File: src/rtl/ecp_host_pkg.sv
package ecp_host_pkg;
  localparam int ADDR_W = 11;
  localparam logic [2:0] ECP_MODE = 3'b011;
  localparam logic [ADDR_W-1:0] OFS_CMD  = 11'h000;
  localparam logic [ADDR_W-1:0] OFS_DATA = 11'h400;
  localparam logic [ADDR_W-1:0] OFS_CTRL = 11'h402;

  typedef enum logic [3:0] {
    ST_FIDLE, ST_FLOAD, ST_FSTRB, ST_FWHI, ST_FWLO,
    ST_REL, ST_RIDLE, ST_RWHI, ST_TAKE
  } hs_state_t;
endpackage

File: src/rtl/ecp_sync.sv
module ecp_sync #(
  parameter int W = 3,
  parameter int STAGES = 2,
  parameter logic [W-1:0] RST_VAL = '0
) (
  input  logic         clk,
  input  logic         rst,
  input  logic [W-1:0] d,
  output logic [W-1:0] q
);
  logic [STAGES-1:0][W-1:0] stg;

  always_ff @(posedge clk) begin
    if (rst) stg <= {STAGES{RST_VAL}};
    else     stg <= {stg[STAGES-2:0], d};
  end

  assign q = stg[STAGES-1];
endmodule

File: src/rtl/ecp_fifo.sv
module ecp_fifo #(
  parameter int W = 8,
  parameter int DEPTH = 16
) (
  input  logic         clk,
  input  logic         rst,
  input  logic         push,
  input  logic [W-1:0] din,
  input  logic         pop,
  output logic [W-1:0] dout,
  output logic         full,
  output logic         empty
);
  localparam int AW = $clog2(DEPTH);

  logic [W-1:0] mem [DEPTH];
  logic [AW:0]  wp, rp;
  logic         do_push, do_pop;

  assign empty   = (wp == rp);
  assign full    = (wp[AW] != rp[AW]) && (wp[AW-1:0] == rp[AW-1:0]);
  assign do_push = push && !full;
  assign do_pop  = pop && !empty;

  always_ff @(posedge clk) begin
    if (do_push) mem[wp[AW-1:0]] <= din;
  end

  always_ff @(posedge clk) begin
    if (do_pop) dout <= mem[rp[AW-1:0]];
  end

  always_ff @(posedge clk) begin
    if (rst) begin
      wp <= '0;
      rp <= '0;
    end else begin
      if (do_push) wp <= wp + 1'b1;
      if (do_pop)  rp <= rp + 1'b1;
    end
  end
endmodule

File: src/rtl/ecp_regs.sv
module ecp_regs
  import ecp_host_pkg::*;
(
  input  logic              clk,
  input  logic              rst,
  input  logic [ADDR_W-1:0] addr,
  input  logic              wr,
  input  logic              rd,
  input  logic [7:0]        wdata,
  input  logic              dma_act,
  input  logic [7:0]        status,
  input  logic [7:0]        rev_dout,
  output logic [2:0]        mode,
  output logic              dir_req,
  output logic              clr_err,
  output logic              clr_irq,
  output logic              fwd_push,
  output logic [8:0]        fwd_din,
  output logic              rev_pop,
  output logic [7:0]        rdata
);
  logic ecp, hit_cmd, hit_data, hit_ctrl;
  logic sel_fifo_q;
  logic [7:0] stat_q;

  assign ecp      = (mode == ECP_MODE);
  assign hit_cmd  = !dma_act && ecp && (addr == OFS_CMD);
  assign hit_data = !dma_act && ecp && (addr == OFS_DATA);
  assign hit_ctrl = !dma_act && (addr == OFS_CTRL);

  assign fwd_push = wr && (hit_cmd || hit_data);
  assign fwd_din  = {hit_data, wdata};
  assign rev_pop  = rd && hit_data;
  assign clr_err  = wr && hit_ctrl && wdata[3];
  assign clr_irq  = wr && hit_ctrl && wdata[2];

  always_ff @(posedge clk) begin
    if (rst) begin
      mode    <= 3'b000;
      dir_req <= 1'b0;
    end else if (wr && hit_ctrl) begin
      mode    <= wdata[7:5];
      dir_req <= wdata[4];
    end
  end

  always_ff @(posedge clk) begin
    if (rst) begin
      sel_fifo_q <= 1'b0;
      stat_q     <= '0;
    end else if (rd) begin
      sel_fifo_q <= hit_data;
      if (hit_ctrl) stat_q <= status;
    end
  end

  assign rdata = sel_fifo_q ? rev_dout : stat_q;
endmodule

File: src/rtl/ecp_hs_fsm.sv
module ecp_hs_fsm
  import ecp_host_pkg::*;
#(
  parameter int TMO_W = 16
) (
  input  logic             clk,
  input  logic             rst,
  input  logic             ecp,
  input  logic             dir_req,
  input  logic [TMO_W-1:0] tmo_cycles,
  input  logic             busy_s,
  input  logic             nack_s,
  input  logic             nfault_s,
  input  logic             fwd_empty,
  input  logic [8:0]       fwd_dout,
  input  logic             rev_full,
  input  logic             clr_err,
  input  logic             clr_irq,
  input  logic [7:0]       pd_in,
  output logic             fwd_pop,
  output logic             rev_push,
  output logic [7:0]       rev_din,
  output logic [7:0]       pd_out,
  output logic             pd_oe,
  output logic             nstrobe,
  output logic             hostack,
  output logic             ninit,
  output logic             nselectin,
  output logic             err,
  output logic             irq,
  output logic             tmo_fire
);
  hs_state_t        st;
  logic [TMO_W-1:0] cnt;
  logic             nack_d, nfault_d, waiting;

  assign waiting  = (st == ST_FWHI) || (st == ST_FWLO) || ((st == ST_RWHI) && !nack_s);
  assign tmo_fire = waiting && (tmo_cycles != '0) && (cnt >= tmo_cycles);
  assign fwd_pop  = (st == ST_FIDLE) && ecp && !fwd_empty;
  assign rev_push = (st == ST_RIDLE) && nack_d && !nack_s && !rev_full;
  assign rev_din  = pd_in;

  always_ff @(posedge clk) begin
    if (rst) begin
      nack_d    <= 1'b1;
      nfault_d  <= 1'b1;
      nselectin <= 1'b0;
      irq       <= 1'b0;
    end else begin
      nack_d    <= nack_s;
      nfault_d  <= nfault_s;
      nselectin <= ecp;
      if (clr_irq) irq <= 1'b0;
      if (ecp && nfault_d && !nfault_s) irq <= 1'b1;
    end
  end

  always_ff @(posedge clk) begin
    if (rst) begin
      st      <= ST_FIDLE;
      cnt     <= '0;
      nstrobe <= 1'b1;
      hostack <= 1'b0;
      ninit   <= 1'b1;
      pd_oe   <= 1'b1;
      pd_out  <= '0;
      err     <= 1'b0;
    end else begin
      if (clr_err) err <= 1'b0;
      case (st)
        ST_FIDLE: begin
          if (fwd_pop) st <= ST_FLOAD;
          else if (ecp && dir_req) begin
            pd_oe <= 1'b0;
            st    <= ST_REL;
          end
        end
        ST_FLOAD: begin
          pd_out  <= fwd_dout[7:0];
          hostack <= fwd_dout[8];
          st      <= ST_FSTRB;
        end
        ST_FSTRB: begin
          nstrobe <= 1'b0;
          cnt     <= '0;
          st      <= ST_FWHI;
        end
        ST_FWHI: begin
          if (busy_s) begin
            nstrobe <= 1'b1;
            cnt     <= '0;
            st      <= ST_FWLO;
          end else if (tmo_fire) begin
            nstrobe <= 1'b1;
            err     <= 1'b1;
            st      <= ST_FIDLE;
          end else cnt <= cnt + 1'b1;
        end
        ST_FWLO: begin
          if (!busy_s) st <= ST_FIDLE;
          else if (tmo_fire) begin
            err <= 1'b1;
            st  <= ST_FIDLE;
          end else cnt <= cnt + 1'b1;
        end
        ST_REL: begin
          ninit   <= 1'b0;
          hostack <= 1'b0;
          st      <= ST_RIDLE;
        end
        ST_RIDLE: begin
          if (rev_push) begin
            hostack <= 1'b1;
            cnt     <= '0;
            st      <= ST_RWHI;
          end else if (!dir_req || !ecp) begin
            ninit <= 1'b1;
            st    <= ST_TAKE;
          end
        end
        ST_RWHI: begin
          if (nack_s && !rev_full) begin
            hostack <= 1'b0;
            st      <= ST_RIDLE;
          end else if (tmo_fire) begin
            err     <= 1'b1;
            hostack <= 1'b0;
            st      <= ST_RIDLE;
          end else if (!nack_s) cnt <= cnt + 1'b1;
        end
        ST_TAKE: begin
          pd_oe <= 1'b1;
          st    <= ST_FIDLE;
        end
        default: st <= ST_FIDLE;
      endcase
    end
  end
endmodule

File: src/rtl/ecp_host_engine.sv
module ecp_host_engine
  import ecp_host_pkg::*;
#(
  parameter int TMO_W = 16,
  parameter int FIFO_DEPTH = 16,
  parameter int SYNC_STAGES = 2
) (
  input  logic              clk,
  input  logic              rst,
  input  logic [ADDR_W-1:0] bus_addr,
  input  logic              bus_wr,
  input  logic              bus_rd,
  input  logic [7:0]        bus_wdata,
  output logic [7:0]        bus_rdata,
  input  logic              dma_act,
  input  logic [TMO_W-1:0]  tmo_cycles,
  output logic [7:0]        pd_out,
  input  logic [7:0]        pd_in,
  output logic              pd_oe,
  output logic              nstrobe,
  output logic              hostack,
  output logic              nselectin,
  output logic              ninit,
  input  logic              busy,
  input  logic              nack,
  input  logic              nfault,
  output logic              irq
);
  logic [2:0] mode;
  logic       dir_req, clr_err, clr_irq, err, tmo_fire;
  logic       fwd_push, fwd_pop, fwd_full, fwd_empty;
  logic [8:0] fwd_din, fwd_dout;
  logic       rev_push, rev_pop, rev_full, rev_empty;
  logic [7:0] rev_din, rev_dout, status;
  logic [2:0] sync_q;
  logic       busy_s, nack_s, nfault_s;

  ecp_sync #(.W(3), .STAGES(SYNC_STAGES), .RST_VAL(3'b011)) i_sync (
    .clk(clk), .rst(rst), .d({busy, nack, nfault}), .q(sync_q)
  );
  assign {busy_s, nack_s, nfault_s} = sync_q;

  ecp_regs i_regs (
    .clk(clk), .rst(rst), .addr(bus_addr), .wr(bus_wr), .rd(bus_rd),
    .wdata(bus_wdata), .dma_act(dma_act), .status(status), .rev_dout(rev_dout),
    .mode(mode), .dir_req(dir_req), .clr_err(clr_err), .clr_irq(clr_irq),
    .fwd_push(fwd_push), .fwd_din(fwd_din), .rev_pop(rev_pop), .rdata(bus_rdata)
  );

  ecp_fifo #(.W(9), .DEPTH(FIFO_DEPTH)) i_fwd_fifo (
    .clk(clk), .rst(rst), .push(fwd_push), .din(fwd_din), .pop(fwd_pop),
    .dout(fwd_dout), .full(fwd_full), .empty(fwd_empty)
  );

  ecp_fifo #(.W(8), .DEPTH(FIFO_DEPTH)) i_rev_fifo (
    .clk(clk), .rst(rst), .push(rev_push), .din(rev_din), .pop(rev_pop),
    .dout(rev_dout), .full(rev_full), .empty(rev_empty)
  );

  ecp_hs_fsm #(.TMO_W(TMO_W)) i_fsm (
    .clk(clk), .rst(rst), .ecp(mode == ECP_MODE), .dir_req(dir_req),
    .tmo_cycles(tmo_cycles), .busy_s(busy_s), .nack_s(nack_s), .nfault_s(nfault_s),
    .fwd_empty(fwd_empty), .fwd_dout(fwd_dout), .rev_full(rev_full),
    .clr_err(clr_err), .clr_irq(clr_irq), .pd_in(pd_in),
    .fwd_pop(fwd_pop), .rev_push(rev_push), .rev_din(rev_din),
    .pd_out(pd_out), .pd_oe(pd_oe), .nstrobe(nstrobe), .hostack(hostack),
    .ninit(ninit), .nselectin(nselectin), .err(err), .irq(irq), .tmo_fire(tmo_fire)
  );

  assign status = {!ninit, err, irq, rev_full, rev_empty, fwd_full, fwd_empty, 1'b0};
endmodule

File: config.mk
export PLATFORM = sky130hd
export DESIGN_NAME = ecp_host_engine
export DESIGN_NICKNAME = d
export VERILOG_FILES = /design/src/rtl/ecp_host_pkg.sv /design/src/rtl/ecp_sync.sv /design/src/rtl/ecp_fifo.sv /design/src/rtl/ecp_regs.sv /design/src/rtl/ecp_hs_fsm.sv /design/src/rtl/ecp_host_engine.sv
export SDC_FILE = /design/constraint.sdc
export NUM_CORES = 1
export LEC_CHECK = 0
export CORE_UTILIZATION = 60
export CTS_CLUSTER_SIZE = 24
export DETAILED_ROUTE_END_ITERATION = 8
export PLACE_DENSITY_LB_ADDON = 0.15
export SLEW_MARGIN = 10
export SYNTH_ARGS = -nofsm -noshare
export SYNTH_HDL_FRONTEND = slang
export SYNTH_SLANG_ARGS = --single-unit
File: constraint.sdc
create_clock -name clk -period 4.7 [get_ports clk]
set_input_delay 0.47 -clock clk [delete_from_list [all_inputs] [get_ports clk]]
set_output_delay 0.47 -clock clk [all_outputs]
set_load 0.005 [all_outputs]
==> metrics.txt, run 1 <==
number of antenna violations at the first check in global routing=0; largest area contributor in the netlist=edfxtp_1; Required @ worst endpoint=4840 ps; Post-synth EDFFs=289; met1 GRT Util=0.407; RSZ-0062 raised after global routing=no; flops & latches, synth=364; total grt overflow=0; Internal Power=5.21 mW; critical path arrival=3380 ps; Logic pwr share=0.017; CP Class=register to register; Final Setup Violations=0; Synth Area per Inst=15.8 um^2; max_cap viols=0; vias in the first global route=8458; RR Endpoint=i_rev_fifo.mem[14][5]; worst vdd ir=348 uV; Final min period=3230 ps; ANT nets after route=0; NumNets Final=1114; Final Non-Filler Cells=1384; DP HPWL=20.0 mm; Hold Fails Final Rpt=0; met2 Usage GRT=0.377; Mapped Area=15100 um^2; gpl congestion=0.871; CTS max path bufs=3; Critical Path Source Type=register; setup TNS=0 ps; met3 Usage GRT=0.0413; first-pass GRT wire length=49.9 mm; crit end category=register; R2R Path Start=i_rev_fifo.rp[3]; FMAX=0.309 GHz; Slew Limit Fails=0; CTS tree=yes; antenna cells=0; dominant synthesized flop cell=edfxtp_1; ranking of synthesized cells by area=edfxtp_1 58%, mux4_2 13%, dfxtp_1 10%, ha_1 2.2%, nor2_1 1.9%; via count=8541; Total Power=6.44 mW; sequential element share of the synthesized area=0.676; Initial Util=0.615; DRT iter0 DRCs=746; clk sinks=364; worst reg2reg path depth=6; Layout area overhead=14.9%; period utilization=0.688; placed cell count=1320; register area=10200 um^2; Clock Tree Root=clkbuf_16; WL/cell=22.7 um; Worst-path clk slew=60 ps; Die Height=160 um; Max FO, Critical Path=11; CP endpoint=i_rev_fifo.mem[14][5]; Residual DRC=0; Worst slew margin=0.233; Multi-input gate area=4570 um^2; GRT Total Usage=0.257; vias per cell=6.17; largest net degree at the start of global routing=60; Switch Pwr=1.24 mW; share of total power in sequential cells=0.539; fill count=1570; R2R Setup Slk=1470 ps; final WL=31.4 mm; Switching Share=0.192; CTS buffer count=38; outcome=completed; worst slew pin tran=1140 ps; Synth cell types=62; syn_nets=1030; Post-CTS Resized=0; clock skew=18.1 ps; full die area=25700 um^2; PD cells=372 nW/um^2; worst skew pair latency=530 ps; Top Usage Layer GRT=met1; crit path from=i_rev_fifo.rp[3]; layout cells sized above 1=0.174; H-Tree Depth=2; Synth Warn #=0; core box area=24500 um^2; Pre-antenna DRT Iters=6; Gate Count Post-Synth=952; DIE WIDTH=160 um; port bufs=72; share of the synthesized area in the top cell type=0.576; hold_buf cts=0; Clock power frac=0.444; post-CTS setup buffers=0; # rows=57; Post-synth ARST share=0; I/O pin cnt=73; leakage power=5.69 nW; hold crit path type=input port to register
-- layout by cell type, fill, tap and decap left out, types with 5 or more instances in the layout --
master,Yosys,layout
clkinv_2,0,5
nor4_1,8,8
clkbuf_16,0,39
mux2i_1,8,8
edfxtp_1,289,289
dfxtp_1,75,72
buf_4,1,19
xnor2_1,9,9
or2_2,8,8
mux2_2,7,7
xor2_1,19,19
nand4_1,8,8
nor3_1,14,14
and3_1,6,6
nand3_1,13,13
nand2_1,77,77
nor2_1,78,78
a31oi_1,12,12
clkdlybuf4s50_1,0,71
ha_1,27,27
nor2b_1,8,8
mux4_2,85,85
o31ai_1,6,6
o211ai_1,5,5
clkinv_1,1,5
nand2b_1,6,6
o21ai_0,22,22
a21oi_1,39,39
clkbuf_1,27,10
inv_1,28,28
-- worst max-delay path, cell delays in order, from the launching register on --
cell and delay [ps]:
dfxtp_1 740, xor2_1 280, nor4_4 100, nand2_1 160, and3_1 480, nand2_1 250, nor2_1 830
-- through the flow --
step | cell area (um^2) | setup slack, ps | hold slack [ps] | utilization
floorplan | 15100 | 1910 | 389 | -
global placement | 16100 | 1220 | 391 | 0.659
detailed placement | 16100 | 1200 | 399 | 0.659
CTS | 17300 | 1480 | 277 | 0.707
global route | 17300 | 1230 | 305 | 0.707
finish | 17300 | 1470 | 292 | 0.707
-- state kept, by name, summed over array words and instances, names as in the netlist, 3 cells and up --
name,count
i_fwd_fifo.mem,144
i_rev_fifo.mem,128
i_fsm.cnt,16
i_fwd_fifo.dout,9
i_fsm.pd_out,8
i_rev_fifo.dout,8
i_regs.stat_q,7
i_fwd_fifo.rp,5
i_fwd_fifo.wp,5
i_rev_fifo.rp,5
i_rev_fifo.wp,5
i_fsm.st,4
i_regs.mode,3
i_sync.q,3
i_sync.stg,3
-- kinds of logic (layout without fill, tap and decap cells) --
group                      Yosys count  in the layout  synth area share
muxes                              100            100             0.138
adders and majority gates           27             27            0.0224
xor gates and xnor gates            28             28            0.0163
DFF                                364            364             0.676
and+or+nand+nor                    245            245            0.0785
AOI/OAI and AO/OA                  112            112            0.0483
buffers and inverters               76            184            0.0205
-- cell usage after synthesis, drive strengths merged (2+ instances only) --
library cell and count:
edfxtp 289, mux4 85, nor2 79, nand2 78, dfxtp 75, a21oi 39
inv 28, clkbuf 27, ha 27, o21ai 22, buf 20, xor2 19
nor3 15, nand3 13, a31oi 12, nor4 9, xnor2 9, mux2i 8
nand4 8, nor2b 8, or2 8, mux2 7, and3 6, nand2b 6
o31ai 6, o211ai 5, a211o 4, a211oi 4, a41oi 4, and2 3
a2111oi 2, a2bb2oi 2, and4 2, nand3b 2, nor3b 2, o311ai 2
or3 2
-- power groups by stage --
| stage | combinational (mW) | clock (mW) | sequential [mW] |
|---|---|---|---|
| 2_1_floorplan | 0.0239 | 0 | 3.54 |
| 3_3_place_gp | 0.106 | 0 | 3.54 |
| 3_5_place_dp | 0.110 | 0 | 3.54 |
| 4_1_cts | 0.111 | 2.90 | 3.47 |
| 5_1_grt | 0.120 | 3.03 | 3.47 |
| 6_report | 0.111 | 2.86 | 3.47 |
-- layout make-up --
cell class / count / share of cell area
Sequential cell: 364 / 0.589
Multi-Input combinational cell: 512 / 0.264
Timing Repair Buffer: 91 / 0.0496
Inverter: 29 / 0.00629
Clock inverter: 15 / 0.00969
Tap cell: 324 / 0.0234
Clock buffer: 49 / 0.0586
-- worst min path at each step --
stage,from,to,depth (start not counted)
after global placement,i_sync.stg[0],i_sync.q[0],1
after floorplan,i_sync.stg[0],i_sync.q[0],1
after global routing,rst,i_fsm.cnt[13],4
after CTS,rst,i_fsm.cnt[13],4
final,rst,i_fsm.cnt[13],4
after detailed placement,i_sync.stg[0],i_sync.q[0],1
-- per-layer routing --
layer	vias to the layer above	wire, um
li1	3852	-
met1	4284	14200
met2	358	14300
met3	47	2390
met4	0	464
met5	-	0
No activity file was read; power rests on OpenSTA's default activity.
==> inputs of run 2 (changes only) <==
==> constraint.sdc (replaced) <==
create_clock -name clk -period 3.1 [get_ports clk]
set_input_delay 0.31 -clock clk [delete_from_list [all_inputs] [get_ports clk]]
set_output_delay 0.31 -clock clk [all_outputs]
set_load 0.005 [all_outputs]
==> run 2 against run 1 <==
  * Setup slack got worse by 1100 ps
  * Flip-flop and latch count did not move
  * Global-route usage fell by 0.71 points
  * Maximum frequency rose by 18%
  * Critical endpoint is now i_fwd_fifo.rp[4]
==> metrics.txt, run 2 (synthesis gave the netlist of run 1 again) <==
clock skew=28.6 ps (+10.5 ps); slowest CP cell=nor3b_2; WL/cell=21.8 um (-3.9%); hold_buf cts=0 (unchanged); worst slew pin tran=1300 ps (+155 ps); RR Endpoint=i_fwd_fifo.rp[4]; Critical Path Source Type=register; max reg flops=144 (unchanged); most common cell after layout, fill and taps aside=edfxtp_1; Final Setup Violations=0 (unchanged); H-Tree Depth=2 (unchanged); post-CTS setup buffers=0 (unchanged); gpl congestion=0.830 (-4.7%); Final min period=2750 ps (-485 ps); clk sinks=364 (unchanged); Slew Limit Fails=0 (unchanged); PD cells=556 nW/um^2 (+49%); crit path from=i_fwd_fifo.wp[4]; RSZ-0062 raised after global routing=no; Pre-antenna DRT Iters=5 (-1); post-layout instance area=17600 um^2 (+1.7%); port bufs=72 (unchanged); setup TNS=0 ps (unchanged); Initial Util=0.615 (unchanged); vias in the first global route=8444 (-0.17%); layout cells sized above 1=0.204 (+0.0302); final core occ=0.720 (+0.0122); NumNets Final=1153 (+3.5%); crit end category=register; Required @ worst endpoint=3480 ps (-1360 ps); ANT nets after route=0 (unchanged); Worst-path clk slew=60 ps (about the same); Clock Tree Root=clkbuf_16; Residual DRC=0 (unchanged); via count=8590 (+0.57%); most frequent cells in the layout=289 x edfxtp_1, 85 x mux4_2, 78 x nor2_1, 77 x nand2_1, 72 x dfxtp_1; leakage power=5.91 nW (+3.9%); CP Cell Sequence=xor2_1, inv_1, and2_0, nor3b_2, nand4_1, xor2_1, nor2_1; total grt overflow=0 (unchanged); CTS max path bufs=3 (unchanged); worst setup margin=351 ps (-1110 ps); max_cap viols=0 (unchanged); GRT Total Usage=0.250 (-0.00708); Worst slew margin=0.133 (-0.101); CTS tree=yes; Area after DPL=16400 um^2 (+1.9%); Hold Fails Final Rpt=0 (unchanged); Total Power=9.78 mW (+52%); Final Non-Filler Cells=1423 (+2.8%); worst vdd ir=451 uV (+30%); R2R Setup Slk=350 ps (-1110 ps); core box area=24500 um^2 (unchanged); CP Class=register to register; Post-CTS Resized=0 (unchanged); # rows=57 (unchanged); DRT iter0 DRCs=893 (+20%); hold crit path type=input port to register; CP most frequent cell=xor2_1; Layout area overhead=16.9%; CP endpoint=i_fwd_fifo.rp[4]; Max FO, Critical Path=14 (+3); number of antenna violations at the first check in global routing=0 (unchanged); R2R Path Start=i_fwd_fifo.wp[4]; I/O pin cnt=73 (unchanged); worst skew pair latency=520 ps (about the same); full die area=25700 um^2 (unchanged); DIE WIDTH=160 um (unchanged); DP HPWL=20.3 mm (+1.6%); critical path arrival=3130 ps (-250 ps); outcome=completed; largest net degree at the start of global routing=58 (-3.3%); placed cell count=1360 (+3.0%); Die Height=160 um (unchanged); antenna cells=0 (unchanged); FMAX=0.364 GHz (+18%); Fin Hold WS=152 ps (-141 ps); period utilization=0.887 (+0.199); CTS buffer count=37 (-2.6%); final WL=31.0 mm (-1.2%); vias per cell=6.04 (-2.2%); first-pass GRT wire length=48.4 mm (-3.0%); Critical Path Max Stage Delay=1060 ps (+230 ps); worst reg2reg path depth=7 (+1); pre-CTS setup slack=3.66 ps (-1200 ps)
-- run 2: worst max-delay path: cells and delay by family, from the launching register on --
kind	cells	cell delay, ps
xor+xnor	2	580
flops	1	390
simple gates	4	1580
buf+inv	1	70
-- run 2: final cells by class --
type / count / area (um^2)
inverters: 29 / 109
clock inverters: 13 / 174
clock buffers: 50 / 1010
fillers: 1536 / 6860
flip-flops and latches: 364 / 10200
multi-input cells: 512 / 4570
well taps: 324 / 405
repair buffers: 131 / 1160
-- run 2: routing by layer --
layer / GRT usage / wire length (um) / part of all wire / vias to the layer above
met4: 0.0550 / 421 / 0.014 / 0
met3: 0.0511 / 2450 / 0.079 / 40
met5: 0 / 0 / 0 / -
li1: - / - / - / 3920
met1: 0.387 / 14100 / 0.45 / 4317
met2: 0.369 / 14100 / 0.45 / 313
-- run 2: power breakdown --
group / switching [mW] / total, mW / internal, mW / leakage [nW]
Clock: 1.75 / 4.36 / 2.61 / 0.578
Combinational: 0.0953 / 0.163 / 0.0674 / 2.08
Sequential: 0.00275 / 5.26 / 5.26 / 3.25
Total: 1.85 / 9.78 / 7.93 / 5.91
-- run 2: worst min path at each step --
stage                             start            end  slack (ps)  cells past startpoint
after floorplan           i_sync.stg[0]    i_sync.q[0]         390                      1
after global placement    i_sync.stg[0]    i_sync.q[0]         390                      1
after detailed placement  i_sync.stg[0]    i_sync.q[0]         390                      1
after CTS                           rst  i_fsm.nstrobe         140                      3
after global routing                rst  i_fsm.nstrobe         150                      3
final                               rst  i_fsm.nstrobe         150                      3
==> inputs of run 3 (changes only) <==
--- a/config.mk
+++ b/config.mk
@@ -5,7 +5,9 @@
 export SDC_FILE = /design/constraint.sdc
 export NUM_CORES = 1
 export LEC_CHECK = 0
-export CORE_UTILIZATION = 60
+export CELL_PAD_IN_SITES_DETAIL_PLACEMENT = 1
+export CELL_PAD_IN_SITES_GLOBAL_PLACEMENT = 1
+export CORE_UTILIZATION = 51
 export CTS_CLUSTER_SIZE = 24
 export DETAILED_ROUTE_END_ITERATION = 8
 export PLACE_DENSITY_LB_ADDON = 0.15
==> run 3 against run 2 <==
  * Global-route usage fell by 1.1 points
  * Via count grew 1.6%
  * Combinational power grew 3%
  * Cell area grew 1.2%
  * First-iteration DRC count is 2.4% lower
  * Sequential power about the same
  * Non-clock buffer count increased by 3
  * Sequential share of layout area is 0.70 points lower
  * Wire length up 12%
  * Worst hold slack better by 63 ps
  * Clock skew grew 2.5 ps
  * Critical path type unchanged
==> metrics.txt, run 3 (synthesis gave the netlist of run 1 again) <==
hold_sp=rst; critical path arrival=3070 ps (-60 ps); DIE WIDTH=174 um (+8.4%); Final Setup Violations=0 (unchanged); hold_buf cts=0 (unchanged); Hold Path Sink=i_rev_fifo.rp[2]; worst reg2reg path depth=7 (unchanged); total grt overflow=0 (unchanged); first-pass GRT wire length=54.1 mm (+12%); Max FO, Critical Path=11 (-3); hold crit path type=input port to register; worst skew pair latency=550 ps (+30 ps); crit end category=register; RSZ-0062 raised after global routing=no; Final min period=2640 ps (-114 ps); Met2 Routed Length=16.5 mm (+17%); worst setup margin=465 ps (+114 ps); worst slew pin tran=798 ps (-497 ps); ANT nets after route=0 (unchanged); Residual DRC=0 (unchanged); most common cell after layout, fill and taps aside=edfxtp_1; post-CTS setup buffers=0 (unchanged); port bufs=72 (unchanged); CP Class=register to register; DRT iter0 DRCs=872 (-2.4%); Initial Util=0.522 (-0.0937); PD cells=565 nW/um^2 (+1.7%); R2R Setup Slk=460 ps (+110 ps); H-Tree Depth=2 (unchanged); # rows=62 (+8.8%); Worst slew margin=0.466 (+0.334); full die area=30200 um^2 (+17%); Layout area overhead=18.4%; Post-CTS Resized=0 (unchanged); antenna cells=0 (unchanged); Required @ worst endpoint=3540 ps (+60 ps); setup TNS=0 ps (unchanged); vias per cell=5.84 (-3.2%); Hold Fails Final Rpt=0 (unchanged); register area=10200 um^2 (unchanged); FMAX=0.379 GHz (+4.3%); I/O pin cnt=73 (unchanged); final WL=34.7 mm (+12%); max reg flops=144 (unchanged); worst vdd ir=580 uV (+29%); Slew Limit Fails=0 (unchanged); Clock Tree Root=clkbuf_16; Critical Path Source Type=register; clk sinks=364 (unchanged); period utilization=0.850 (-0.0369); pre-CTS setup slack=182 ps (+178 ps); highest routed layer=met4; Pre-antenna DRT Iters=5 (unchanged); most frequent cells in the layout=289 x edfxtp_1, 85 x mux4_2, 78 x nor2_1, 77 x nand2_1, 72 x dfxtp_1; layout cells sized above 1=0.211 (+0.00699); WL/cell=23.2 um (+6.6%); DP HPWL=23.3 mm (+14%); Worst-path clk slew=60 ps (about the same); CTS max path bufs=3 (unchanged); R2R Path Start=i_fsm.st[0]; met3 routed WL=2.22 mm (-9.4%); Die Height=174 um (+8.4%); Area after DPL=16500 um^2 (+0.67%); gpl congestion=0.826 (-0.47%); RR Endpoint=i_fsm.cnt[0]; CTS buffer count=39 (+5.4%); NumNets Final=1158 (+0.43%); Hold Path Stages=2 (-1); outcome=completed; largest net degree at the start of global routing=40 (-31%); fill count=2643 (+72%); leakage power=5.97 nW (+1.1%); vias in the first global route=9089 (+7.6%); CTS tree=yes; core box area=28900 um^2 (+18%); number of antenna violations at the first check in global routing=0 (unchanged); via count=8727 (+1.6%); post-layout instance area=17800 um^2 (+1.2%); Metal-1 WL=15.5 mm (+10%); clock skew=31.1 ps (+2.54 ps); GRT Total Usage=0.238 (-0.0115); max_cap viols=0 (unchanged); Multi-input gate area=4570 um^2 (unchanged)
run 3: how the worst max path moves through the flow:
stage	to	slack (ps)	cells past startpoint	startpoint
floorplan	i_fwd_fifo.mem[0][0]	400	5	i_regs.mode[1]
global placement	i_fsm.st[1]	220	11	tmo_cycles[2]
detailed placement	i_fsm.hostack	180	11	tmo_cycles[2]
CTS	i_fwd_fifo.mem[8][0]	500	6	i_regs.mode[0]
global route	i_fsm.cnt[1]	220	7	i_fsm.st[0]
finish	i_fsm.cnt[0]	460	7	i_fsm.st[0]
run 3: area by class of cell:
type	count	share of cell area
Clock buffer	46	0.0562
Clock inverter	25	0.0159
Inverter	29	0.00611
Multi-Input combinational cell	512	0.256
Sequential cell	364	0.572
Tap cell	384	0.0270
Timing Repair Buffer	134	0.0670
run 3: power by group:
group	total [mW]	internal, mW	switching [mW]	leakage (nW)
logic	0.168	0.0699	0.0982	2.10
clock network	4.64	2.75	1.89	0.629
registers	5.26	5.26	0.00281	3.25
run 3: through the flow:
stage	utilization	cells	power, mW	hold slack (ps)
after floorplan	-	952	5.40	389
after global placement	0.573	1423	5.53	400
after global routing	0.617	1494	10.3	240
final	0.617	1494	10.1	215
after detailed placement	0.573	1423	5.53	400
after CTS	0.617	1494	10.1	200
run 3: worst max-delay path: stages, from the launching register on:
cell and delay [ps]:
dfxtp_1 560, inv_1 190, or3_1 390, a21oi_1 220
nand2_1 140, nor2_1 620, nor2_1 210, o31ai_1 220
run 3: metal layers:
layer | GRT usage | up-vias
met5 | 0 | -
met4 | 0.0545 | 0
met3 | 0.0412 | 38
met2 | 0.373 | 279
met1 | 0.351 | 4461
li1 | - | 3949
